File: src/rtl/isa_seq_pkg.sv
package isa_seq_pkg;
  typedef enum logic [2:0] {
    ST_IDLE, ST_ALE, ST_SETUP, ST_CMD, ST_WAIT, ST_HOLD, ST_RECOV, ST_DONE
  } seq_state_e;
endpackage

File: src/rtl/isa_seq_lim.sv
// Selects the per-direction phase lengths and folds in the configuration extras.
module isa_seq_lim #(
  parameter int CW       = 8,
  parameter int CFGW     = 4,
  parameter int SETUP_WR = 10,
  parameter int SETUP_RD = 8,
  parameter int PW_WR    = 8,
  parameter int PW_RD    = 12,
  parameter int WIN_WR   = 2,
  parameter int WIN_RD   = 4,
  parameter int HOLD_WR  = 6,
  parameter int HOLD_RD  = 8
) (
  input  logic            is_wr,
  input  logic [CFGW-1:0] cfg_dly,
  input  logic [CFGW-1:0] cfg_wait,
  output logic [CW-1:0]   setup_len,
  output logic [CW-1:0]   pw_len,
  output logic [CW-1:0]   win_len,
  output logic [CW-1:0]   hold_len
);
  always_comb begin
    if (is_wr) begin
      setup_len = CW'(SETUP_WR) + CW'(cfg_dly);
      pw_len    = CW'(PW_WR) + CW'(cfg_wait);
      win_len   = CW'(WIN_WR);
      hold_len  = CW'(HOLD_WR);
    end else begin
      setup_len = CW'(SETUP_RD) + CW'(cfg_dly);
      pw_len    = CW'(PW_RD) + CW'(cfg_wait);
      win_len   = CW'(WIN_RD);
      hold_len  = CW'(HOLD_RD);
    end
  end
endmodule

File: src/rtl/isa_seq_oe.sv
// Buffer enable shaper: on one cycle after the command, off OE_HOLD cycles after it ends.
module isa_seq_oe #(
  parameter int OE_HOLD = 3
) (
  input  logic clk,
  input  logic rst,
  input  logic cmd_act,
  output logic oe_n
);
  localparam int OW = $clog2(OE_HOLD + 1);
  logic [OW-1:0] hc;

  always_ff @(posedge clk) begin
    if (rst) begin
      oe_n <= 1'b1;
      hc   <= '0;
    end else if (cmd_act) begin
      oe_n <= 1'b0;
      hc   <= '0;
    end else if (!oe_n) begin
      if (hc == OW'(OE_HOLD - 1)) begin
        oe_n <= 1'b1;
        hc   <= '0;
      end else begin
        hc <= hc + 1'b1;
      end
    end
  end
endmodule

File: src/rtl/isa_io_seq.sv
module isa_io_seq #(
  parameter int AW       = 16,
  parameter int DW       = 16,
  parameter int CFGW     = 4,
  parameter int ALE_CYC  = 3,
  parameter int SETUP_WR = 10,
  parameter int SETUP_RD = 8,
  parameter int PW_WR    = 8,
  parameter int PW_RD    = 12,
  parameter int WIN_WR   = 2,
  parameter int WIN_RD   = 4,
  parameter int HOLD_WR  = 6,
  parameter int HOLD_RD  = 8,
  parameter int AHOLD    = 3,
  parameter int OE_HOLD  = 3,
  parameter int TMO_CYC  = 32
) (
  input  logic            clk,
  input  logic            rst,
  input  logic            req_start,
  input  logic            req_wr,
  input  logic [AW-1:0]   req_addr,
  input  logic [DW-1:0]   req_wdata,
  input  logic [CFGW-1:0] cfg_cmd_dly,
  input  logic [CFGW-1:0] cfg_wait,
  output logic            req_done,
  output logic [DW-1:0]   req_rdata,
  output logic            bus_err,
  output logic            bale,
  output logic [AW-1:0]   sa,
  output logic            ior_n,
  output logic            iow_n,
  output logic            dbufoe_n,
  output logic [DW-1:0]   sd_out,
  output logic            sd_oe,
  input  logic [DW-1:0]   sd_in,
  input  logic            iocs16_n,
  input  logic            iochrdy
);
  import isa_seq_pkg::*;

  localparam int CW = $clog2(TMO_CYC + PW_RD + HOLD_RD + SETUP_WR + 2 * (1 << CFGW) + 8);
  localparam int TW = $clog2(TMO_CYC + 1);
  localparam int HW = DW / 2;

  seq_state_e        state;
  logic [CW-1:0]     cnt;
  logic [CW-1:0]     hcnt;
  logic [TW-1:0]     tcnt;
  logic              wr_q;
  logic              wide_q;
  logic [CW-1:0]     setup_len, pw_len, win_len, hold_len;
  logic              cmd_act;
  logic              rel_go;
  logic              rel_err;

  isa_seq_lim #(
    .CW(CW), .CFGW(CFGW),
    .SETUP_WR(SETUP_WR), .SETUP_RD(SETUP_RD),
    .PW_WR(PW_WR), .PW_RD(PW_RD),
    .WIN_WR(WIN_WR), .WIN_RD(WIN_RD),
    .HOLD_WR(HOLD_WR), .HOLD_RD(HOLD_RD)
  ) lim_i (
    .is_wr(wr_q), .cfg_dly(cfg_cmd_dly), .cfg_wait(cfg_wait),
    .setup_len(setup_len), .pw_len(pw_len), .win_len(win_len), .hold_len(hold_len)
  );

  assign cmd_act = !ior_n || !iow_n;

  isa_seq_oe #(.OE_HOLD(OE_HOLD)) oe_i (
    .clk(clk), .rst(rst), .cmd_act(cmd_act), .oe_n(dbufoe_n)
  );

  // Release decision for the three command states.
  always_comb begin
    rel_go  = 1'b0;
    rel_err = 1'b0;
    case (state)
      ST_CMD:  rel_go = !(cnt < win_len && !iochrdy) && (cnt == pw_len - 1'b1);
      ST_WAIT: begin
        rel_err = !iochrdy && (tcnt == TW'(TMO_CYC - 1));
        rel_go  = rel_err;
      end
      ST_HOLD: rel_go = (hcnt >= hold_len - 1'b1) && (cnt >= pw_len - 1'b1);
      default: ;
    endcase
  end

  always_ff @(posedge clk) begin
    if (rst) begin
      state     <= ST_IDLE;
      cnt       <= '0;
      hcnt      <= '0;
      tcnt      <= '0;
      wr_q      <= 1'b0;
      wide_q    <= 1'b0;
      bale      <= 1'b0;
      sa        <= '0;
      ior_n     <= 1'b1;
      iow_n     <= 1'b1;
      sd_out    <= '0;
      sd_oe     <= 1'b0;
      req_done  <= 1'b0;
      req_rdata <= '0;
      bus_err   <= 1'b0;
    end else begin
      req_done <= 1'b0;
      if (rel_err) bus_err <= 1'b1;
      if (rel_go) begin
        ior_n     <= 1'b1;
        iow_n     <= 1'b1;
        req_rdata <= wide_q ? sd_in : {{(DW-HW){1'b0}}, sd_in[HW-1:0]};
        cnt       <= '0;
        state     <= ST_RECOV;
      end else begin
        case (state)
          ST_IDLE: if (req_start) begin
            sa     <= req_addr;
            wr_q   <= req_wr;
            sd_out <= req_wdata;
            sd_oe  <= req_wr;
            bale   <= 1'b1;
            cnt    <= '0;
            state  <= ST_ALE;
          end
          ST_ALE: begin
            if (cnt == CW'(ALE_CYC - 1)) begin
              bale  <= 1'b0;
              cnt   <= '0;
              state <= ST_SETUP;
            end else begin
              cnt <= cnt + 1'b1;
            end
          end
          ST_SETUP: begin
            if (cnt == setup_len - CW'(ALE_CYC) - 1'b1) begin
              wide_q <= !iocs16_n;
              if (wr_q) iow_n <= 1'b0;
              else      ior_n <= 1'b0;
              cnt   <= '0;
              state <= ST_CMD;
            end else begin
              cnt <= cnt + 1'b1;
            end
          end
          ST_CMD: begin
            cnt <= cnt + 1'b1;
            if (cnt < win_len && !iochrdy) begin
              tcnt  <= '0;
              state <= ST_WAIT;
            end
          end
          ST_WAIT: begin
            cnt  <= cnt + 1'b1;
            tcnt <= tcnt + 1'b1;
            if (iochrdy) begin
              hcnt  <= '0;
              state <= ST_HOLD;
            end
          end
          ST_HOLD: begin
            cnt  <= cnt + 1'b1;
            hcnt <= hcnt + 1'b1;
          end
          ST_RECOV: begin
            if (cnt == CW'(AHOLD - 1)) begin
              req_done <= 1'b1;
              state    <= ST_DONE;
            end else begin
              cnt <= cnt + 1'b1;
            end
          end
          ST_DONE: begin
            sd_oe <= 1'b0;
            state <= ST_IDLE;
          end
          default: state <= ST_IDLE;
        endcase
      end
    end
  end
endmodule

File: config.mk
export PLATFORM = sky130hd
export DESIGN_NAME = isa_io_seq
export DESIGN_NICKNAME = d
export VERILOG_FILES = /design/src/rtl/isa_seq_pkg.sv /design/src/rtl/isa_seq_lim.sv /design/src/rtl/isa_seq_oe.sv /design/src/rtl/isa_io_seq.sv
export SDC_FILE = /design/constraint.sdc
export NUM_CORES = 1
export LEC_CHECK = 0
export ABC_CLOCK_PERIOD_IN_PS = 4200
export CAP_MARGIN = 20
export CORE_UTILIZATION = 48
export DETAILED_ROUTE_END_ITERATION = 10
export PLACE_DENSITY = 0.87
export SLEW_MARGIN = 40
export SYNTH_ARGS = -nofsm -noshare
export SYNTH_HDL_FRONTEND = slang
export SYNTH_SLANG_ARGS = --single-unit
File: constraint.sdc
create_clock -name clk -period 4.2 [get_ports clk]
set_input_delay 0.84 -clock clk [delete_from_list [all_inputs] [get_ports clk]]
set_output_delay 0.84 -clock clk [all_outputs]
set_load 0.05 [all_outputs]
==> results.md <==
- Worst stage delay on the critical path: 0.55 ns
- Final setup vio count: 0
- Sequential power share: 0.473
- Delay-heaviest family, CP: simple AND/OR/NAND/NOR gates
- Yosys reg bits: 82
- Total of warnings raised by yosys: 0
- Int Pwr: 0.00124 W
- Critical path origin: cfg_wait[3]
- Pre-antenna DRT Iters: 4
- Max-slew violation count: 0
- IO Port Bufs: 116
- Endpoints failing hold: 0
- Post-DR wirelength/cell: 15.0 um
- Global-route wire length before repair: around 18 mm
- Max FO, Critical Path: 7
- EDFF count, synth: 0
- Via/cell ratio: 5.60
- Net switching power figure: 0.000515 W
- Via Count: 4096
- Initial Util: 0.498
- F_max: 258 MHz
- Asr flop ratio synth: 0
- Max-Cap Viols: 0
- Slew headroom: 0.500
- Critical Path AT: between 4 and 5 ns
- Fraction of layout cells with a size suffix above 1: 0.0606
- Cts hold-fix bufs: 0
- Hold crit path type: reg -> reg
- Clock sinks: 82
- Filler Cell Count: 640
- Clk_lat worst skew: approximately 0.36 ns
- Initial antenna violation count: 0
- Placed cells: 716
- Least-Margin Pin Slew: approximately 0.74 ns
- RSZ-0062 raised after global routing: false
- Minimum clock period: slightly below 4 ns
- Critical Path End Type: flop
- Slowest CP cell: or4b_1
- Post-layout util: 0.674
- Total GRT Usage: 0.258
- Synth Area per Inst: 7.84 um^2
- DRT iter0 DRCs: 219
- Die area: about 9000 um^2
- Htree depth: 3
- Resized Gates After CTS: 0
- Largest net degree at the start of global routing: slightly above 70
- Setup WS post-layout: 0.327 ns
- DRC viols: 0
- Netlist cell types: 50
- Post-DP HPWL: 7.62 mm
- Die width: 94.4 um
- R2r startpoint: wr_q
- Crit path kind: in -> reg
- Synthesized netlist cell count: approximately 520
- Core Footprint: around 8200 um^2
- Final WL: 11.0 mm
- Net Sw Frac: 0.294
- Post-CTS Setup Inserts: 0
- Die height: 94.4 um
- Final #Nets: 702
- Rows: 33
- Final period utilization: 0.922
- Most used DFF post-synth: dfxtp_1
- Area Growth Syn to Fin: 35.2%
- Sequential share of the synthesized area: 0.401
- Commonest non-fill, non-tap cells in the layout: 115 x clkdlybuf4s50_1, 92 x nand2_1, 82 x dfxtp_1
- Layout Cells excl Fill: 732
- Total grt overflow: 0
- Critical path data required time: roughly 4.5 ns
- Leak: 2.03 nW
- Hold Crit Start: sa[2]
- Bufs on Longest Clock Path: 2
- Bufs and invs on worst path: 2
- Clock power frac: 0.336
- CTS Buf Count: 9
- # diodes: 0
- CTS tree: done
- Net count after synthesis: 602
- Synthesized cell area: 4090 um^2
- Comb pwr share: 0.191
- Worst path cell trace: clkdlybuf4s50_1 -> inv_1 -> ha_1 -> nand3_1 -> xnor2_1 -> nor2_1 -> a31oi_1 -> ha_1 -> and3_1 -> a221oi_1 -> o21ai_0 -> and2_1 -> or4b_1 -> a21oi_1
- Run status: finished clean
- Worst-path clk slew: 0.09 ns
- CP Launch Type: input pin
- Peak VDD IR: 0.213 mV
- Clk root buf: clkbuf_8
- Vias in the first global route: approximately 4000
- Power per Cell Area: 317 nW/um^2
- Place WS: -0.00261 ns
- Clock skew: 0.0126 ns
- Placer Congestion: 0.905
- # IOs: ~120
- Commonest non-fill, non-tap cell in the layout: clkdlybuf4s50_1
- CP dominant cell by count: ha_1
- Routed Antenna Nets: 0
-- power by group through the flow --
stage	clock network (W)	logic, W	registers, W
2_1_floorplan	0	0.000125	0.000918
3_3_place_gp	0	0.000325	0.000845
3_5_place_dp	0	0.000333	0.000847
4_1_cts	0.000597	0.000336	0.000829
5_1_grt	0.000629	0.000362	0.000833
6_report	0.000590	0.000336	0.000830
-- path summary, 6_finish.rpt --
kind / endpoint / slack [ns] / depth (start not counted)
worst max-delay path: tcnt[5] / 0.33 / 14
worst min-delay path: sa[2] / 0.46 / 2
worst max register to register: wide_q / 0.84 / 10
worst min register to register: sa[2] / 0.46 / 2
-- stage by stage --
step	total power [W]	instance area, um^2	TNS [ns]	hold slack [ns]
after detailed placement	0.00118	5320	-0.00261	0.447
final	0.00176	5540	0	0.457
after global routing	0.00182	5540	0	0.482
after floorplan	0.00104	4090	0	0.457
after CTS	0.00176	5520	0	0.459
after global placement	0.00117	5320	0	0.441
-- flip-flops by register name, indices dropped and copies added, names as in the netlist, 2 cells and up --
name / flops
tcnt: 6
sd_out: 16
req_rdata: 16
state: 3
hcnt: 7
sa: 16
cnt: 7
oe_i.hc: 2
-- synthesized netlist by cell type, drive strengths merged, types with 5 or more instances --
cell / instances / area share
and2: 6 / 0.0092
o211ai: 8 / 0.015
nand4: 19 / 0.029
nor3: 11 / 0.015
clkbuf: 31 / 0.028
nand2: 92 / 0.084
o21ai: 18 / 0.022
buf: 6 / 0.0067
or2: 5 / 0.0076
nor2: 31 / 0.028
inv: 9 / 0.0083
mux2i: 6 / 0.015
a31oi: 5 / 0.0076
dfxtp: 82 / 0.40
ha: 18 / 0.055
nand3: 34 / 0.042
a21oi: 73 / 0.089
xnor2: 9 / 0.019
-- layer usage --
layer | vias up | track usage | part of all wire
met5 | - | 0 | 0
met4 | 0 | 0.113 | 0.022
met3 | 22 | 0.0773 | 0.084
met2 | 146 | 0.437 | 0.47
met1 | 1873 | 0.302 | 0.42
li1 | 2055 | - | -
-- final cells by class --
type	count	area [um^2]	area share
Clock buffer	11	141	0.0255
Clock inverter	5	62.6	0.0113
Inverter	9	33.8	0.00610
Multi-Input combinational cell	394	2290	0.414
Sequential cell	82	1640	0.297
Tap cell	105	131	0.0237
Timing Repair Buffer	126	1230	0.222
-- worst register-to-register path: cells and delay by family (launching register included) --
kind                       cells  cell delay, ns
DFF                            1            0.73
and+or+nand+nor                4            1.53
xor gates and xnor gates       2            0.32
AOI/OAI and AO/OA              2            0.33
adders and majority gates      2            0.38
-- logic make-up after synthesis --
family / after synthesis / share of synthesized area
mux: 6 / 0.0147
buf+inv: 46 / 0.0434
flops: 82 / 0.401
xor+xnor: 13 / 0.0278
fa+ha+maj: 18 / 0.0550
simple gates: 231 / 0.277
compound gates: 126 / 0.182
Note: power is estimated with default switching activity, not from simulation.
